<file path="src/rtl/dc_pkg.sv">
package dc_pkg;
  typedef enum logic [2:0] {
    ST_IDLE,
    ST_LOOK,
    ST_WB,
    ST_FILL,
    ST_XFER
  } dc_state_e;
endpackage

</file>
<file path="src/rtl/dc_regfile.sv">
module dc_regfile #(
  parameter int NUM_REGS = 16,
  parameter int DATA_W   = 16,
  localparam int REG_W   = $clog2(NUM_REGS)
) (
  input  logic              clk,
  input  logic              rst_n,
  input  logic              we,
  input  logic [REG_W-1:0]  waddr,
  input  logic [DATA_W-1:0] wdata,
  input  logic [REG_W-1:0]  raddr,
  output logic [DATA_W-1:0] rdata
);
  logic [DATA_W-1:0] regs [NUM_REGS];

  for (genvar i = 0; i < NUM_REGS; i++) begin : g_reg
    always_ff @(posedge clk) begin
      if (!rst_n) begin
        regs[i] <= '0;
      end else if (we && (waddr == REG_W'(i))) begin
        regs[i] <= wdata;
      end
    end
  end

  assign rdata = regs[raddr];
endmodule

</file>
<file path="src/rtl/dc_line_store.sv">
module dc_line_store #(
  parameter int NUM_LINES  = 8,
  parameter int LINE_BYTES = 8,
  parameter int TAG_W      = 10,
  localparam int IDX_W     = $clog2(NUM_LINES),
  localparam int OFF_W     = $clog2(LINE_BYTES),
  localparam int BLK_W     = LINE_BYTES * 8
) (
  input  logic             clk,
  input  logic             rst_n,
  input  logic [IDX_W-1:0] idx,
  // single-byte write used by the fill
  input  logic             byte_we,
  input  logic [OFF_W-1:0] byte_sel,
  input  logic [7:0]       byte_wdata,
  // fill completion: line becomes valid and clean under new_tag
  input  logic             fill_done,
  input  logic [TAG_W-1:0] new_tag,
  // halfword store: big-endian, marks the line dirty
  input  logic             hw_we,
  input  logic [OFF_W-1:0] hw_off,
  input  logic [15:0]      hw_wdata,
  output logic             rd_valid,
  output logic             rd_dirty,
  output logic [TAG_W-1:0] rd_tag,
  output logic [BLK_W-1:0] rd_block
);
  logic [NUM_LINES-1:0] valid_v;
  logic [NUM_LINES-1:0] dirty_v;
  logic [TAG_W-1:0]     tag_v  [NUM_LINES];
  logic [BLK_W-1:0]     data_v [NUM_LINES];

  logic [OFF_W-1:0] lo_off;
  assign lo_off = {hw_off[OFF_W-1:1], 1'b1};

  for (genvar l = 0; l < NUM_LINES; l++) begin : g_line
    logic             sel;
    logic             valid_q;
    logic             dirty_q;
    logic [TAG_W-1:0] tag_q;
    logic [7:0]       bytes_q [LINE_BYTES];

    assign sel = (idx == IDX_W'(l));

    always_ff @(posedge clk) begin
      if (!rst_n) begin
        valid_q <= 1'b0;
        dirty_q <= 1'b0;
        tag_q   <= '0;
      end else begin
        if (sel && fill_done) begin
          valid_q <= 1'b1;
          dirty_q <= 1'b0;
          tag_q   <= new_tag;
        end
        if (sel && hw_we) begin
          dirty_q <= 1'b1;
        end
      end
    end

    for (genvar b = 0; b < LINE_BYTES; b++) begin : g_byte
      always_ff @(posedge clk) begin
        if (!rst_n) begin
          bytes_q[b] <= '0;
        end else if (sel && byte_we && (byte_sel == OFF_W'(b))) begin
          bytes_q[b] <= byte_wdata;
        end else if (sel && hw_we && (hw_off == OFF_W'(b))) begin
          bytes_q[b] <= hw_wdata[15:8];
        end else if (sel && hw_we && (lo_off == OFF_W'(b))) begin
          bytes_q[b] <= hw_wdata[7:0];
        end
      end
      assign data_v[l][b*8 +: 8] = bytes_q[b];
    end

    assign valid_v[l] = valid_q;
    assign dirty_v[l] = dirty_q;
    assign tag_v[l]   = tag_q;
  end

  assign rd_valid = valid_v[idx];
  assign rd_dirty = dirty_v[idx];
  assign rd_tag   = tag_v[idx];
  assign rd_block = data_v[idx];
endmodule

</file>
<file path="src/rtl/dc_ctrl.sv">
module dc_ctrl
  import dc_pkg::*;
#(
  parameter int ADDR_W     = 16,
  parameter int NUM_LINES  = 8,
  parameter int LINE_BYTES = 8,
  parameter int NUM_REGS   = 16,
  localparam int IDX_W     = $clog2(NUM_LINES),
  localparam int OFF_W     = $clog2(LINE_BYTES),
  localparam int TAG_W     = ADDR_W - IDX_W - OFF_W,
  localparam int REG_W     = $clog2(NUM_REGS),
  localparam int BLK_W     = LINE_BYTES * 8
) (
  input  logic              clk,
  input  logic              rst_n,
  input  logic              req_valid,
  output logic              req_ready,
  input  logic              req_store,
  input  logic [REG_W-1:0]  req_reg,
  input  logic [ADDR_W-1:0] req_addr,
  output logic              busy,
  output logic              rsp_valid,
  output logic              rsp_store,
  output logic              rsp_hit,
  output logic [TAG_W-1:0]  rsp_tag,
  output logic [IDX_W-1:0]  rsp_index,
  output logic [OFF_W-1:0]  rsp_offset,
  output logic [15:0]       rsp_data,
  output logic              mem_valid,
  input  logic              mem_ready,
  output logic              mem_rd_en,
  output logic              mem_wr_en,
  output logic [ADDR_W-1:0] mem_addr,
  output logic [7:0]        mem_wdata,
  input  logic [7:0]        mem_rdata,
  // line store side
  output logic [IDX_W-1:0]  ls_idx,
  output logic              ls_byte_we,
  output logic [OFF_W-1:0]  ls_byte_sel,
  output logic [7:0]        ls_byte_wdata,
  output logic              ls_fill_done,
  output logic [TAG_W-1:0]  ls_new_tag,
  output logic              ls_hw_we,
  output logic [OFF_W-1:0]  ls_hw_off,
  output logic [15:0]       ls_hw_wdata,
  input  logic              line_valid,
  input  logic              line_dirty,
  input  logic [TAG_W-1:0]  line_tag,
  input  logic [BLK_W-1:0]  line_block,
  // register file side
  output logic              rf_we,
  output logic [REG_W-1:0]  rf_addr,
  output logic [15:0]       rf_wdata,
  input  logic [15:0]       rf_rdata
);
  localparam logic [OFF_W-1:0] LAST_BEAT = OFF_W'(LINE_BYTES - 1);

  dc_state_e         state_q, state_d;
  logic              store_q;
  logic [REG_W-1:0]  reg_q;
  logic [ADDR_W-1:0] addr_q;
  logic              hit_q;
  logic [OFF_W-1:0]  beat_q;

  logic [TAG_W-1:0] tag_f;
  logic [IDX_W-1:0] idx_f;
  logic [OFF_W-1:0] off_f;
  logic [OFF_W-1:0] off_lo;
  logic             lookup_hit;
  logic             beat_done;
  logic [15:0]      line_half;

  assign tag_f  = addr_q[ADDR_W-1 -: TAG_W];
  assign idx_f  = addr_q[OFF_W +: IDX_W];
  assign off_f  = addr_q[OFF_W-1:0];
  assign off_lo = {off_f[OFF_W-1:1], 1'b1};

  assign lookup_hit = line_valid && (line_tag == tag_f);
  assign beat_done  = mem_valid && mem_ready;
  assign line_half  = {line_block[off_f*8 +: 8], line_block[off_lo*8 +: 8]};

  // next-state
  always_comb begin
    state_d = state_q;
    unique case (state_q)
      ST_IDLE: if (req_valid) state_d = ST_LOOK;
      ST_LOOK: begin
        if (lookup_hit)                   state_d = ST_XFER;
        else if (line_valid && line_dirty) state_d = ST_WB;
        else                               state_d = ST_FILL;
      end
      ST_WB:   if (beat_done && beat_q == LAST_BEAT) state_d = ST_FILL;
      ST_FILL: if (beat_done && beat_q == LAST_BEAT) state_d = ST_XFER;
      ST_XFER: state_d = ST_IDLE;
      default: state_d = ST_IDLE;
    endcase
  end

  always_ff @(posedge clk) begin
    if (!rst_n) begin
      state_q <= ST_IDLE;
      store_q <= 1'b0;
      reg_q   <= '0;
      addr_q  <= '0;
      hit_q   <= 1'b0;
      beat_q  <= '0;
    end else begin
      state_q <= state_d;
      if (state_q == ST_IDLE && req_valid) begin
        store_q <= req_store;
        reg_q   <= req_reg;
        addr_q  <= req_addr;
      end
      if (state_q == ST_LOOK) begin
        hit_q  <= lookup_hit;
        beat_q <= '0;
      end else if (beat_done) begin
        beat_q <= (beat_q == LAST_BEAT) ? '0 : beat_q + OFF_W'(1);
      end
    end
  end

  // handshake and result
  assign req_ready  = (state_q == ST_IDLE);
  assign busy       = (state_q != ST_IDLE);
  assign rsp_valid  = (state_q == ST_XFER);
  assign rsp_store  = store_q;
  assign rsp_hit    = hit_q;
  assign rsp_tag    = tag_f;
  assign rsp_index  = idx_f;
  assign rsp_offset = off_f;
  assign rsp_data   = store_q ? rf_rdata : line_half;

  // memory port: victim bytes go out under the old tag, fill under the new
  assign mem_valid = (state_q == ST_WB) || (state_q == ST_FILL);
  assign mem_wr_en = (state_q == ST_WB);
  assign mem_rd_en = (state_q == ST_FILL);
  assign mem_addr  = (state_q == ST_WB) ? {line_tag, idx_f, beat_q}
                                        : {tag_f, idx_f, beat_q};
  assign mem_wdata = line_block[beat_q*8 +: 8];

  // line store controls
  assign ls_idx        = idx_f;
  assign ls_byte_we    = (state_q == ST_FILL) && beat_done;
  assign ls_byte_sel   = beat_q;
  assign ls_byte_wdata = mem_rdata;
  assign ls_fill_done  = (state_q == ST_FILL) && beat_done && (beat_q == LAST_BEAT);
  assign ls_new_tag    = tag_f;
  assign ls_hw_we      = (state_q == ST_XFER) && store_q;
  assign ls_hw_off     = off_f;
  assign ls_hw_wdata   = rf_rdata;

  // register file controls
  assign rf_we    = (state_q == ST_XFER) && !store_q;
  assign rf_addr  = reg_q;
  assign rf_wdata = line_half;
endmodule

</file>
<file path="src/rtl/halfword_cache.sv">
module halfword_cache #(
  parameter int ADDR_W     = 16,
  parameter int NUM_LINES  = 8,
  parameter int LINE_BYTES = 8,
  parameter int NUM_REGS   = 16,
  localparam int IDX_W     = $clog2(NUM_LINES),
  localparam int OFF_W     = $clog2(LINE_BYTES),
  localparam int TAG_W     = ADDR_W - IDX_W - OFF_W,
  localparam int REG_W     = $clog2(NUM_REGS)
) (
  input  logic              clk,
  input  logic              rst_n,
  input  logic              req_valid,
  output logic              req_ready,
  input  logic              req_store,
  input  logic [REG_W-1:0]  req_reg,
  input  logic [ADDR_W-1:0] req_addr,
  output logic              busy,
  output logic              rsp_valid,
  output logic              rsp_store,
  output logic              rsp_hit,
  output logic [TAG_W-1:0]  rsp_tag,
  output logic [IDX_W-1:0]  rsp_index,
  output logic [OFF_W-1:0]  rsp_offset,
  output logic [15:0]       rsp_data,
  output logic              mem_valid,
  input  logic              mem_ready,
  output logic              mem_rd_en,
  output logic              mem_wr_en,
  output logic [ADDR_W-1:0] mem_addr,
  output logic [7:0]        mem_wdata,
  input  logic [7:0]        mem_rdata
);
  localparam int BLK_W = LINE_BYTES * 8;

  logic [IDX_W-1:0] ls_idx;
  logic             ls_byte_we;
  logic [OFF_W-1:0] ls_byte_sel;
  logic [7:0]       ls_byte_wdata;
  logic             ls_fill_done;
  logic [TAG_W-1:0] ls_new_tag;
  logic             ls_hw_we;
  logic [OFF_W-1:0] ls_hw_off;
  logic [15:0]      ls_hw_wdata;
  logic             line_valid;
  logic             line_dirty;
  logic [TAG_W-1:0] line_tag;
  logic [BLK_W-1:0] line_block;
  logic             rf_we;
  logic [REG_W-1:0] rf_addr;
  logic [15:0]      rf_wdata;
  logic [15:0]      rf_rdata;

  dc_ctrl #(
    .ADDR_W(ADDR_W), .NUM_LINES(NUM_LINES),
    .LINE_BYTES(LINE_BYTES), .NUM_REGS(NUM_REGS)
  ) u_ctrl (
    .clk(clk), .rst_n(rst_n),
    .req_valid(req_valid), .req_ready(req_ready), .req_store(req_store),
    .req_reg(req_reg), .req_addr(req_addr), .busy(busy),
    .rsp_valid(rsp_valid), .rsp_store(rsp_store), .rsp_hit(rsp_hit),
    .rsp_tag(rsp_tag), .rsp_index(rsp_index), .rsp_offset(rsp_offset),
    .rsp_data(rsp_data),
    .mem_valid(mem_valid), .mem_ready(mem_ready), .mem_rd_en(mem_rd_en),
    .mem_wr_en(mem_wr_en), .mem_addr(mem_addr), .mem_wdata(mem_wdata),
    .mem_rdata(mem_rdata),
    .ls_idx(ls_idx), .ls_byte_we(ls_byte_we), .ls_byte_sel(ls_byte_sel),
    .ls_byte_wdata(ls_byte_wdata), .ls_fill_done(ls_fill_done),
    .ls_new_tag(ls_new_tag), .ls_hw_we(ls_hw_we), .ls_hw_off(ls_hw_off),
    .ls_hw_wdata(ls_hw_wdata),
    .line_valid(line_valid), .line_dirty(line_dirty), .line_tag(line_tag),
    .line_block(line_block),
    .rf_we(rf_we), .rf_addr(rf_addr), .rf_wdata(rf_wdata), .rf_rdata(rf_rdata)
  );

  dc_line_store #(
    .NUM_LINES(NUM_LINES), .LINE_BYTES(LINE_BYTES), .TAG_W(TAG_W)
  ) u_lines (
    .clk(clk), .rst_n(rst_n), .idx(ls_idx),
    .byte_we(ls_byte_we), .byte_sel(ls_byte_sel), .byte_wdata(ls_byte_wdata),
    .fill_done(ls_fill_done), .new_tag(ls_new_tag),
    .hw_we(ls_hw_we), .hw_off(ls_hw_off), .hw_wdata(ls_hw_wdata),
    .rd_valid(line_valid), .rd_dirty(line_dirty), .rd_tag(line_tag),
    .rd_block(line_block)
  );

  dc_regfile #(
    .NUM_REGS(NUM_REGS), .DATA_W(16)
  ) u_regs (
    .clk(clk), .rst_n(rst_n), .we(rf_we), .waddr(rf_addr),
    .wdata(rf_wdata), .raddr(rf_addr), .rdata(rf_rdata)
  );
endmodule

</file>
<file path="config.mk">
export PLATFORM = sky130hd
export DESIGN_NAME = halfword_cache
export DESIGN_NICKNAME = d
export VERILOG_FILES = /design/src/rtl/dc_pkg.sv /design/src/rtl/dc_regfile.sv /design/src/rtl/dc_line_store.sv /design/src/rtl/dc_ctrl.sv /design/src/rtl/halfword_cache.sv
export SDC_FILE = /design/constraint.sdc
export NUM_CORES = 2
export LEC_CHECK = 0
export BUFFER_PORTS_ARGS = -buffer_cell sky130_fd_sc_hd__buf_2
export CORE_ASPECT_RATIO = 0.6
export CORE_MARGIN = 2
export CORE_UTILIZATION = 30
export CTS_CLUSTER_SIZE = 10
export DETAILED_ROUTE_END_ITERATION = 7
export PLACE_DENSITY = 0.41
export SLEW_MARGIN = 10
export SYNTH_ARGS = -nofsm -noshare
export SYNTH_HDL_FRONTEND = slang
export SYNTH_HIERARCHICAL = 1
export SYNTH_SLANG_ARGS = --single-unit
</file>
<file path="constraint.sdc">
create_clock -name clk -period 4.53 [get_ports clk]
set_clock_uncertainty 0.2 [all_clocks]
set_input_delay 0.453 -clock clk [delete_from_list [all_inputs] [get_ports clk]]
set_output_delay 0.453 -clock clk [all_outputs]
set_load 0.02 [all_outputs]
</file>
## Word-level counts from Yosys, hierarchy flattened

Memory sizes are Yosys's and may differ from the RTL's. A register that Yosys moved wholly into a read port is not among the register bits.
Index checks and enable logic that the tools add are counted.

| word-level totals | value |
|---|---|
| bits in registers | 124 |
| memory bits (writable) | 768 |
| output and inout bits | 64 |
| memories kept | 9 |

| operators by class | value |
|---|---|
| add/subtract/negate cells | 1 |
| $lt $le $gt $ge | 2 |
| equal/unequal tests | 47 |
| shift-type cells | 3 |
| multiplexer cells | 918 |
| bitwise gates (word level) | 186 |
| reduce and logical (&&, ||, !) cells | 237 |

Memory list:

| name | depth | width | rd ports | clocked after Yosys merged registers in | write ports | line | RTL |
|---|---|---|---|---|---|---|---|
| u_regs.regs | 16 | 16 | 1 | 1 | 16 | dc_regfile.sv:14 | `logic [DATA_W-1:0] regs [NUM_REGS];` |
| u_lines.g_line[0].bytes_q | 8 | 8 | 8 | 0 | 8 | dc_line_store.sv:41 | `logic [7:0] bytes_q [LINE_BYTES];` |
| u_lines.g_line[1].bytes_q | 8 | 8 | 8 | 0 | 8 | dc_line_store.sv:41 |  |
| u_lines.g_line[2].bytes_q | 8 | 8 | 8 | 0 | 8 | dc_line_store.sv:41 |  |
| u_lines.g_line[3].bytes_q | 8 | 8 | 8 | 0 | 8 | dc_line_store.sv:41 |  |
| u_lines.g_line[4].bytes_q | 8 | 8 | 8 | 0 | 8 | dc_line_store.sv:41 |  |
| +3 memories | -- | -- | -- | -- | -- | -- |  |

Operator list:

| cell | number |
|---|---|
| 8-bit 2-to-1 mux | 168 |
| 1-bit 2-to-1 mux | 716 |
| 16-bit 2-to-1 mux | 18 |
| 1-bit logical AND | 217 |
| 64-bit binary-select mux with 3-bit select | 1 |
| 64-bit by 7-bit indexed part select with 8-bit output | 3 |
| 1-bit OR | 184 |
| 64-bit 2-to-1 mux | 2 |
| 3-bit equality test (second input constant) | 13 |
| 4-bit equality test (second input constant) | 8 |
| 10-bit binary-select mux with 3-bit select | 1 |
| 3-bit by 2-bit equality test with 1-bit output (second input constant) | 8 |
| 10-bit 2-to-1 mux | 2 |
| 4-bit by 3-bit equality test with 1-bit output (second input constant) | 4 |
| 2-bit nonzero test | 8 |
| 3-bit logical NOT | 5 |
| 3-bit 2-to-1 mux | 5 |
| 3-bit by 1-bit equality test with 1-bit output (second input constant) | 4 |
| 3-bit one-hot mux with 4 select lines | 1 |
| 10-bit equality test | 1 |
| 4-bit by 2-bit equality test with 1-bit output (second input constant) | 2 |
| 4-bit 2-to-1 mux | 2 |
| 1-bit binary-select mux with 3-bit select | 2 |
| 2-bit equality test (second input constant) | 2 |
| 16 further kinds | 17 |

## Logic depth before layout (Yosys ltp)

| logic depth | value |
|---|---|
| word-level depth | 12 |
| gate-level depth with buffers | 11 |
| mapped depth without buffers | 7 |

## By module

Netlist, hierarchy kept.

By module, submodules not included:

| module | instances | cells each | area an instance (µm²) | seq. area each (µm²) |
|---|---|---|---|---|
| dc_line_store | 1 | 2713 | 32925.3 | 17296.6 |
| dc_regfile | 1 | 728 | 11623.6 | 7687.4 |
| dc_ctrl | 1 | 301 | 3120.5 | 560.5 |

## Least setup slack after synthesis

No wires, ideal clock.

| path | value |
|---|---|
| kind | register to register |
| from | register u_ctrl.store_q (netlist: u_ctrl/rsp_store) |
| to | memory u_regs.regs[4][0] (enable) |
| setup time | 411 ps |
| arrival time | 3300 ps |
| required time | 3919 ps |
| slack | 618 ps |
| cell stages (with the launch flop) | 6 |
| path buffers | 2 |
| clock period less this slack | 3912 ps |
| cell sequence | dfxtp_1 clkbuf_1 buf_1 nor4_1 or3b_2 o21ai_0 |

RTL lines:

| what | line | RTL |
|---|---|---|
| from (decl) | dc_ctrl.sv:59 | `logic store_q;` |
| from (signal assigned) | dc_ctrl.sv:110 | `store_q <= req_store;` |
| to (decl) | dc_regfile.sv:14 |  |

## Worst setup path in the final report

| path | value |
|---|---|
| from | register u_ctrl.addr_q[3] |
| to | output rsp_data[10] |

| between the ends | value |
|---|---|
| cells in the longest elaborated chain, start to end | 6 |

RTL lines:

| what | line | RTL |
|---|---|---|
| from (decl) | dc_ctrl.sv:61 | `logic [ADDR_W-1:0] addr_q;` |
| from (signal assigned) | dc_ctrl.sv:112 | `addr_q <= req_addr;` |
| 3-bit inverter with 4-bit output (not written as such) | dc_line_store.sv:85 | `assign rd_block = data_v[idx];` |
| 64-bit binary-select mux with 3-bit select | dc_line_store.sv:85 |  |
| 64-bit 2-to-1 mux (not written as such) (2 in a row) | dc_line_store.sv:85 |  |
| via line_block[42] | halfword_cache.sv:48 | `logic [BLK_W-1:0] line_block;` |
| 64-bit by 7-bit indexed part select with 8-bit output | dc_ctrl.sv:80 | `assign line_half = {line_block[off_f*8 +: 8], line_block[off_lo*8 +: 8]};` |
| via rf_wdata[10] | halfword_cache.sv:51 | `logic [15:0] rf_wdata;` |
| 16-bit 2-to-1 mux | dc_ctrl.sv:132 | `assign rsp_data = store_q ? rf_rdata : line_half;` |
| to (decl) | halfword_cache.sv:25 | `output logic [15:0] rsp_data,` |

The timed path passes the listed nets, and every way through them passes these cells. The select of a mux whose other input is x is not followed.

==> reports/results.ini <==
[routing]
wl_mm=203
drc=0
routed_via_density=5.98
first_iter_violations=5162
final_antenna_net_count=0
first_pass_iters=6
wire_per_inst_um=34.1
num_vias=35594

[global_routing]
grt_max_degree=97
antenna_found_initial=11
grt_pass1_wl_mm=282
grt_overflow=0
grt_usage_pct=24.4
grt_pass1_vias=33169

[worst_setup_path]
end_kind=output port
path_class=register to output port
path_cells=buf_12, buf_12, mux4_2, mux2_2, mux4_2, mux2_2, mux2_2, buf_2
required_ps=3880
arrival_ps=3820
worst_setup_path_start_kind=register
critPathSlowestCell=mux4_2
cp_common_cell=mux2_2
slowest_delay_ps=530
cp_max_fo=17

[layout]
final_nets=3819
drive_above_1_share_pct=25.2
design_area_mm2=0.0546
layout_commonest_cell=edfxtp_1
fillers=15515
instances_no_fill=5954
layout_common_cells=edfxtp_1, a21oi_1, nand2_1, buf_4, and2_1
syn_to_final_growth_pct=14.6

[place]
place_inst=5759
placed_cell_area_mm2=0.0512
gp_congestion=0.899
io_buffer_count=96
post-dp-hpwl_mm=136

[synthesis]
syn_avg_cell_area_um2=12.7
synth_edf_count=768
synth_cell_types=65
syn_area_mm2=0.0477
syn_inst=3742
syn_nets=3777
seq_area_frac_synth_pct=53.6
async_flop_share_pct=0
ys_seq_elements=892
yosysWarningCount=6
synth_ff_type=edfxtp_1

[power_and_ir_drop]
p_per_area_mw_per_mm2=384
ir_worst_vdd_mv=0.315
leakage_nw=18.4

[sta]
worstMarginPinSlew_ps=1280
relSlewSlack_pct=14.0
fmax_mhz=223
hold_viol=0
rsz0062_at_grt=true
period_minus_slack_ps=4470
min_period_over_period_pct=98.8
finalSetupViolations=0
maxSlewViolCount=0
setup-tns-final_ps=0

[clock_network]
cts_buffers=101
clk_latency_ps=730
cts_tree=yes
clk_pin_slew_ps=60
htree_num_levels=3
clk_path_buf_depth=3
cts_root_buffer=clkbuf_16
cts_sinks=892

[floorplan]
initial_core_util_pct=30.2
ios=97
num_rows=113
fp.dieW_um=519
die_h_um=313
core_area_mm2=0.158
dieArea_mm2=0.162

[job]
maxCapViolCount=0

[worst_hold_path]
worstHoldPathType=input port to register

[status]
status=complete, no violations

where the power goes:
| group | switching, W | internal (W) | leakage, nW | total [W] |
|---|---|---|---|---|
| combinational | 0.00275 | 0.00114 | 8.10 | 0.00389 |
| sequential | 0.000247 | 0.00915 | 8.93 | 0.00940 |
| clock | 0.00353 | 0.00417 | 1.39 | 0.00771 |
| total | 0.00653 | 0.0145 | 18.4 | 0.0210 |
layout make-up:
| type | count | area [um^2] | area share, % |
|---|---|---|---|
| clock inverter | 10 | 193 | 0.353 |
| antenna | 2 | 5.00 | 0.00916 |
| inverter | 11 | 43.8 | 0.0801 |
| tap | 2127 | 2660 | 4.87 |
| multi-input combinational | 2377 | 20300 | 37.1 |
| timing repair buffer | 401 | 3200 | 5.86 |
| clock buffer | 134 | 2680 | 4.91 |
| sequential | 892 | 25600 | 46.8 |
worst max-delay path, delay by kind of cell, from the launching register on:
family / cells / cell delay [ps]
DFF: 1 / 430
muxes: 5 / 2080
buffers and inverters: 3 / 540
worst paths after layout:
kind | startpoint | to | slack [ps] | depth (start not counted)
worst max-delay path | u_ctrl/addr_q[3]$_SDFFE_PN0P_ | rsp_data[10] | 60 | 8
worst min-delay path | mem_rdata[7] | u_lines/g_line[6].bytes_q[0][23]$_DFFE_PP_ | 160 | 2
worst max register to register | u_ctrl/state_q[1]$_SDFFE_PN0P_ | u_lines/g_line[1].bytes_q[0][24]$_DFFE_PP_ | 630 | 7
worst min register to register | u_lines/g_line[7].tag_q[2]$_SDFFE_PN0P_ | u_lines/g_line[7].tag_q[2]$_SDFFE_PN0P_ | 250 | 2
sequential cells by signal, indices dropped and copies added (netlist names):
signal / cells
u_lines/g_line.dirty_q: 8
u_ctrl/ls_byte_sel: 3
u_ctrl/addr_q: 16
u_lines/g_line.bytes_q: 512
u_ctrl/state_q: 3
u_regs/regs: 256
u_ctrl/rsp_store: 1
u_lines/g_line.tag_q: 80
u_ctrl/rf_addr: 4
u_ctrl/rsp_hit: 1
u_lines/g_line.valid_q: 8
through the flow:
step                setup slack (ps)  util (%)  power [W]  hold WS [ps]
finish                          55.4      34.6     0.0210           158
global route                   -1.91      34.6     0.0216           133
CTS                             14.0      34.5     0.0210           103
detailed placement               517      32.4     0.0132           246
global placement                 527      32.4     0.0133           239
floorplan                        618         -     0.0114           233
logic make-up (layout without fill, tap and decap cells):
group	count (synthesis)	count (layout)	synth area share, %
AO/OA/AOI/OAI	1065	1065	16.5
XOR/XNOR	11	11	0.202
adder cells (fa/ha/maj)	2	2	0.0525
buffers and inverters	473	556	4.53
flip-flops	892	892	53.6
multiplexers	398	398	15.6
other	0	2	0
AND/OR/NAND/NOR	901	901	9.46
routing by layer:
layer  vias up  track usage (%)  wire length (um)
met3       231             7.45             22700
li1      14798                -                 -
met4         2             4.39              3750
met2      1982             31.0             76700
met1     18581             39.6             99600
met5         -            0.374                88
timing repair:
item | 4_1_cts | 5_1_grt
endpoints found under the hold margin | 26 | 0
setup buffers | 12 | 13
cloned | 1 | 0
endpoints found under the setup margin | 11 | 7
resized for setup | 8 | 4
hold buffers | 24 | 0
synth_stat cells, types with 9 or more instances:
cell type	number	share of area (%)
buf_4	56	0.88
a21oi_1	367	3.9
nor3_1	9	0.094
a22o_1	216	4.0
mux2_2	118	2.8
mux4_2	224	11
buf_1	32	0.25
o221a_2	16	0.38
inv_1	10	0.079
a211o_1	11	0.20
o21ai_0	20	0.21
nand4bb_1	10	0.24
a211oi_2	39	1.0
nand2_1	292	2.3
a21boi_0	22	0.35
a221o_1	25	0.52
clkbuf_1	276	2.2
dfxtp_1	124	5.2
and2_1	261	3.4
a211oi_1	38	0.60
edfxtp_1	768	48
mux2i_1	24	0.50
xnor2_1	11	0.20
nand4b_1	12	0.22
nor2_1	230	1.8
buf_2	83	0.87
nand3_1	14	0.15
a22oi_1	121	1.9
nor2b_1	12	0.16
a221oi_1	168	3.1
mux4_1	32	1.8
Note: power is estimated with default switching activity, not from simulation.
